===== config.mk =====
export PLATFORM = sky130hd
export DESIGN_NAME = opulse_gen
export DESIGN_NICKNAME = d
export VERILOG_FILES = /design/src/rtl/opulse_pkg.sv /design/src/rtl/opulse_trig_sync.sv /design/src/rtl/opulse_counter.sv /design/src/rtl/opulse_shaper.sv /design/src/rtl/opulse_gen.sv
export SDC_FILE = /design/constraint.sdc
export NUM_CORES = 1
export LEC_CHECK = 0
export BUFFER_PORTS_ARGS = -buffer_cell sky130_fd_sc_hd__buf_2
export CAP_MARGIN = 20
export CELL_PAD_IN_SITES_DETAIL_PLACEMENT = 0
export CELL_PAD_IN_SITES_GLOBAL_PLACEMENT = 2
export CORE_ASPECT_RATIO = 0.6
export CORE_MARGIN = 4
export CORE_UTILIZATION = 31
export DETAILED_ROUTE_END_ITERATION = 6
export PLACE_DENSITY = 0.87
export SYNTH_ARGS = -nofsm -noshare
export SYNTH_HDL_FRONTEND = slang
export SYNTH_SLANG_ARGS = --single-unit

===== constraint.sdc =====
create_clock -name clk -period 3.1 [get_ports clk]
set_clock_uncertainty 0.2 [all_clocks]
set_input_delay 0.465 -clock clk [delete_from_list [all_inputs] [get_ports clk]]
set_output_delay 0.465 -clock clk [all_outputs]
set_load 0.02 [all_outputs]

===== src/rtl/opulse_pkg.sv =====
package opulse_pkg;
   typedef enum logic [1:0] {
      OM_OFF0 = 2'b00,
      OM_OFF1 = 2'b01,
      OM_PWM1 = 2'b10,
      OM_PWM2 = 2'b11
   } out_mode_e;

   function automatic logic is_pwm(input logic [1:0] m);
      return m[1];
   endfunction
endpackage


===== src/rtl/opulse_trig_sync.sv =====
module opulse_trig_sync #(
   parameter int SYNC_STAGES = 2
) (
   input  logic clk,
   input  logic rst_n,
   input  logic trig_in,
   input  logic fall_sel,
   output logic edge_det
);
   initial begin
      if (SYNC_STAGES < 2) $error("SYNC_STAGES must be at least 2");
   end

   logic [SYNC_STAGES-1:0] stage_q;
   logic                   last_q;

   always_ff @(posedge clk or negedge rst_n) begin
      if (!rst_n) stage_q[0] <= 1'b0;
      else        stage_q[0] <= trig_in;
   end

   for (genvar g = 1; g < SYNC_STAGES; g++) begin : g_chain
      always_ff @(posedge clk or negedge rst_n) begin
         if (!rst_n) stage_q[g] <= 1'b0;
         else        stage_q[g] <= stage_q[g-1];
      end
   end

   always_ff @(posedge clk or negedge rst_n) begin
      if (!rst_n) last_q <= 1'b0;
      else        last_q <= stage_q[SYNC_STAGES-1];
   end

   always_comb begin
      if (fall_sel) edge_det = last_q & ~stage_q[SYNC_STAGES-1];
      else          edge_det = ~last_q & stage_q[SYNC_STAGES-1];
   end
endmodule


===== src/rtl/opulse_counter.sv =====
module opulse_counter #(
   parameter int CNT_W = 16
) (
   input  logic             clk,
   input  logic             rst_n,
   input  logic             start,
   input  logic             fast_arm,
   input  logic [CNT_W-1:0] per_val,
   output logic             running,
   output logic             fast_q,
   output logic [CNT_W-1:0] cnt
);
   logic at_update;
   assign at_update = running && (cnt == per_val);

   always_ff @(posedge clk or negedge rst_n) begin
      if (!rst_n) begin
         running <= 1'b0;
         fast_q  <= 1'b0;
         cnt     <= '0;
      end else if (running) begin
         if (at_update) begin
            running <= 1'b0;
            fast_q  <= 1'b0;
            cnt     <= '0;
         end else begin
            cnt <= cnt + CNT_W'(1);
         end
      end else if (start) begin
         running <= 1'b1;
         fast_q  <= fast_arm;
         cnt     <= '0;
      end
   end

   // counter steps by one while running and below the update point
   p_cnt_step_r3: assert property (@(posedge clk) disable iff (!rst_n)
      running && (cnt != per_val) |=> running && (cnt == $past(cnt) + CNT_W'(1)));
   // update event ends the run and clears the counter
   p_update_stop_r3: assert property (@(posedge clk) disable iff (!rst_n)
      running && (cnt == per_val) |=> !running && (cnt == '0));
   // accepted start begins at zero
   p_start_zero_r2: assert property (@(posedge clk) disable iff (!rst_n)
      !running && start |=> running && (cnt == '0));
   // a start request during a run does not restart it
   p_ignore_r4: assert property (@(posedge clk) disable iff (!rst_n)
      running && start && (cnt != per_val) |=> cnt != '0);
endmodule


===== src/rtl/opulse_shaper.sv =====
module opulse_shaper
   import opulse_pkg::*;
#(
   parameter int CNT_W = 16
) (
   input  logic             clk,
   input  logic             rst_n,
   input  logic             running,
   input  logic             fast_q,
   input  logic [1:0]       mode,
   input  logic [CNT_W-1:0] cnt,
   input  logic [CNT_W-1:0] cmp_val,
   input  logic [CNT_W-1:0] per_val,
   output logic             pulse
);
   logic below_cmp;
   logic below_per;
   assign below_cmp = cnt < cmp_val;
   assign below_per = cnt < per_val;

   always_comb begin
      pulse = 1'b0;
      if (running) begin
         unique case (out_mode_e'(mode))
            OM_PWM2: pulse = (!below_cmp || fast_q) && below_per;
            OM_PWM1: pulse = below_cmp && !fast_q;
            default: pulse = 1'b0;
         endcase
      end
   end

   // no output outside a run
   p_idle_low_r10: assert property (@(posedge clk) disable iff (!rst_n)
      !running |-> !pulse);
   // non-PWM modes keep the output low
   p_off_mode_r8: assert property (@(posedge clk) disable iff (!rst_n)
      !mode[1] |-> !pulse);
   // fast start in mode 1 means the post-match (low) level throughout
   p_fast_pwm1_r7: assert property (@(posedge clk) disable iff (!rst_n)
      fast_q && (mode == OM_PWM1) |-> !pulse);
   // pulse falls once the counter reaches the period
   p_fall_at_per_r5: assert property (@(posedge clk) disable iff (!rst_n)
      running && (mode == OM_PWM2) && (cnt == per_val) |-> !pulse);
endmodule


===== src/rtl/opulse_gen.sv =====
module opulse_gen
   import opulse_pkg::*;
#(
   parameter int CNT_W       = 16,
   parameter int SYNC_STAGES = 2
) (
   input  logic             clk,
   input  logic             rst_n,
   input  logic             trig_in,
   input  logic             trig_fall_sel,
   input  logic             fast_en,
   input  logic [1:0]       out_mode,
   input  logic [CNT_W-1:0] cmp_val,
   input  logic [CNT_W-1:0] per_val,
   output logic             pulse_out,
   output logic             busy
);
   initial begin
      if (CNT_W < 2) $error("CNT_W must be at least 2");
   end

   logic             trig_edge;
   logic             running;
   logic             fast_q;
   logic [CNT_W-1:0] cnt;

   opulse_trig_sync #(.SYNC_STAGES(SYNC_STAGES)) u_sync (
      .clk      (clk),
      .rst_n    (rst_n),
      .trig_in  (trig_in),
      .fall_sel (trig_fall_sel),
      .edge_det (trig_edge)
   );

   opulse_counter #(.CNT_W(CNT_W)) u_cnt (
      .clk      (clk),
      .rst_n    (rst_n),
      .start    (trig_edge),
      .fast_arm (fast_en && is_pwm(out_mode)),
      .per_val  (per_val),
      .running  (running),
      .fast_q   (fast_q),
      .cnt      (cnt)
   );

   opulse_shaper #(.CNT_W(CNT_W)) u_shape (
      .clk     (clk),
      .rst_n   (rst_n),
      .running (running),
      .fast_q  (fast_q),
      .mode    (out_mode),
      .cnt     (cnt),
      .cmp_val (cmp_val),
      .per_val (per_val),
      .pulse   (pulse_out)
   );

   assign busy = running;

   // fast enable is never armed outside a PWM mode
   p_fast_only_pwm_r8: assert property (@(posedge clk) disable iff (!rst_n)
      !running && trig_edge && !out_mode[1] |=> !fast_q);
endmodule


==> metrics.md <==
| Metric | Value |
|---|---|
| Synth top cells by count | 34 x inv_1, 32 x ha_1, 21 x dfrtp_1, 18 x nand2_1 |
| Net Count, Synth | 294 |
| Final WS setup | 83.7 ps |
| Post-synth ARST share | 100% |
| TritonCTS clock tree | built |
| Crit-path max FO | 2 |
| Met3 Use GR | 2.87% |
| Layout area overhead | 23.8% |
| CTS sink cnt | 21 |
| Fillcell total | 590 |
| Leading area contributor after synthesis | dfrtp_1 |
| Final setup viols | 0 |
| # rows | 21 |
| Fin crit share | 97.3% |
| Data required time of the critical path | 2430 ps |
| DRC violations left | 0 |
| Synth warn | 0 |
| Initial core utilization | 32.4% |
| Clock transition at the registers of the reported paths | 80 ps |
| Critical path class | reg -> out |
| Clock Latency Late Sink | 260 ps |
| Die area | 0.00720 mm² |
| Main flop type after synthesis | dfrtp_1 |
| Outcome | completed |
| Worst vdd ir | 205 µV |
| Flops & latches, synth | 21 |
| Syn Std Cell Area | 0.00182 mm² |
| Final wirelength | 4670 µm |
| Root Driver | clkbuf_8 |
| Sequential share of the synthesized area | 28.9% |
| Non-Filler Instances | 352 |
| H-tree depth | 1 |
| Die height | 67.4 µm |
| Post-synth EDFFs | 0 |
| Setup bufs post-CTS | 0 |
| Final net count | 344 |
| GPL Wtd Cong | 0.824 |
| Final Util | 40.1% |
| Longest Clk Path Bufs | 2 |
| Cells after DPL | 347 |
| Drt pass-1 iters | 4 |
| Vias per cell | 4.86 |
| Antenna diode count | 0 |
| First-pass GRT wire length | 7820 µm |
| Initial antenna violation count | 0 |
| Placement Setup Slack | 64.1 ps |
| Avg WL per Cell | 13.3 µm |
| Fin. Hold Viols | 0 |
| Largest net degree at the start of global routing | 22 |
| Met1 GRT Util | 23.0% |
| Worst-margin pin slew | 698 ps |
| Most common cell in the netlist | inv_1 |
| Yosys top cell area share | 28.9% |
| Met2 usage | 18.3% |
| Max-slew headroom | 53.3% |
| Fraction of final layout cells sized beyond drive strength 1 | 23.9% |
| GRT busiest layer | met1 |
| Syn Area/Cell | 8.16 µm² |
| Total of max-cap violations | 0 |
| CTS buffer count | 3 |
| Die X | 107 µm |
| Overflow after GRT | 0 |
| Area contributors post-synth | dfrtp_1 29%, ha_1 22%, inv_1 7.0% |
| Syn Inst Count | 223 |
| All-Layer GR Usage | 14.0% |
| Antenna Nets Post-Route | 0 |
| Worst hold path type | in -> reg |
| Core Region | 0.00562 mm² |
| Crit. End Element | primary output |
| Vias in the first global route | 1544 |
| Cell variety after synth | 36 |
| DP HPWL | 3900 µm |
| Pleak | 1.24 nW |
| Power per cell area | 452 mW/mm² |
| Max-slew violation count | 0 |
| Final Cell Area | 0.00225 mm² |
| Placed Area | 0.00217 mm² |
| I/O pin count | 41 |
| Fin crit period | 3020 ps |
| Vias | 1711 |
| Worst Path Arrival | 2350 ps |
| IO Port Bufs | 40 |
| Crit path launch type | flop |
| Unrepaired setup endpoints after global routing | true |
| Initial DRC Count | 214 |
| Fmax | 332 MHz |
## path summary, 6_finish.rpt
check                                   from  cells after the start           endpoint  slack, ps
max                             u_cnt.cnt[5]                      7          pulse_out         80
min                                  trig_in                      1  u_sync.stage_q[0]        110
max reg2reg                    u_cnt.cnt[13]                      8      u_cnt.cnt[15]        690
min reg2reg                u_sync.stage_q[0]                      0  u_sync.stage_q[1]        150
max in group asynchronous              rst_n                      2       u_cnt.cnt[3]       1840
min in group asynchronous              rst_n                      2       u_cnt.cnt[8]        500
## critical path: stages, from the launching register on
cell and delay (ps):
dfrtp_1 430, ha_4 230, a21o_2 180, a21o_2 200
a221o_1 340, a211oi_2 250, mux2_4 330, buf_6 130
## repair_timing
item / CTS / global route
pin swaps: 1 / 2
hold endpoints to repair: 21 / 0
gates resized for setup: 2 / 7
hold buffers: 1 / 0
setup endpoints to repair: 1 / 1
## placed cells by master, fill, tap and decap left out, types with 4 or more instances in the layout
| cell type | n |
|---|---|
| o21ai_0 | 15 |
| buf_4 | 10 |
| nand4_1 | 12 |
| ha_1 | 31 |
| a21o_1 | 4 |
| nor3_1 | 4 |
| a21oi_1 | 16 |
| buf_2 | 39 |
| inv_1 | 34 |
| nand3_1 | 8 |
| nand2_1 | 18 |
| nor2_1 | 15 |
| a31oi_1 | 9 |
| dfrtp_1 | 18 |
## kinds of logic (layout without fill, tap and decap cells)
group                    count (synthesis)  after routing  synth area share [%]
AO/OA/AOI/OAI                           58             58                  20.5
XOR/XNOR                                 1              1                 0.481
adder cells (fa/ha/maj)                 32             32                  22.0
buffers and inverters                   40             89                  8.32
flip-flops                              21             21                  28.9
multiplexers                             1              1                 0.619
AND/OR/NAND/NOR                         70             70                  19.2
## stage by stage
step           hold slack [ps]  power [mW]  TNS, ps
2_1_floorplan            -30.6       0.654        0
3_3_place_gp               134       0.815        0
3_5_place_dp               137       0.823        0
4_1_cts                   97.2        1.01        0
5_1_grt                    105        1.12    -13.3
6_report                   105        1.02        0
## power breakdown
group	internal [mW]	switching [mW]
combinational	0.215	0.222
clock	0.0917	0.0907
sequential	0.329	0.0716
total	0.635	0.384
## final cells by class
| class | instances | area, µm² | share of cell area (%) |
|---|---|---|---|
| sequential | 21 | 529 | 23.5 |
| tap | 80 | 100 | 4.44 |
| clock buffer | 4 | 45.0 | 2.00 |
| timing repair buffer | 51 | 292 | 12.9 |
| inverter | 34 | 128 | 5.66 |
| multi-input combinational | 162 | 1160 | 51.5 |
## layer usage
layer | wire [µm] | vias up
met2 | 1700 | 47
met4 | 27 | 0
met1 | 2610 | 760
met3 | 335 | 4
met5 | 0 | -
li1 | - | 900
## registers in the layout, summed over array words and instances, names as in the netlist
signal / cells
u_cnt.running: 1
u_cnt.fast_q: 1
u_cnt.cnt: 16
u_sync.last_q: 1
u_sync.stage_q: 2
Power figures use the tool's default switching activity.
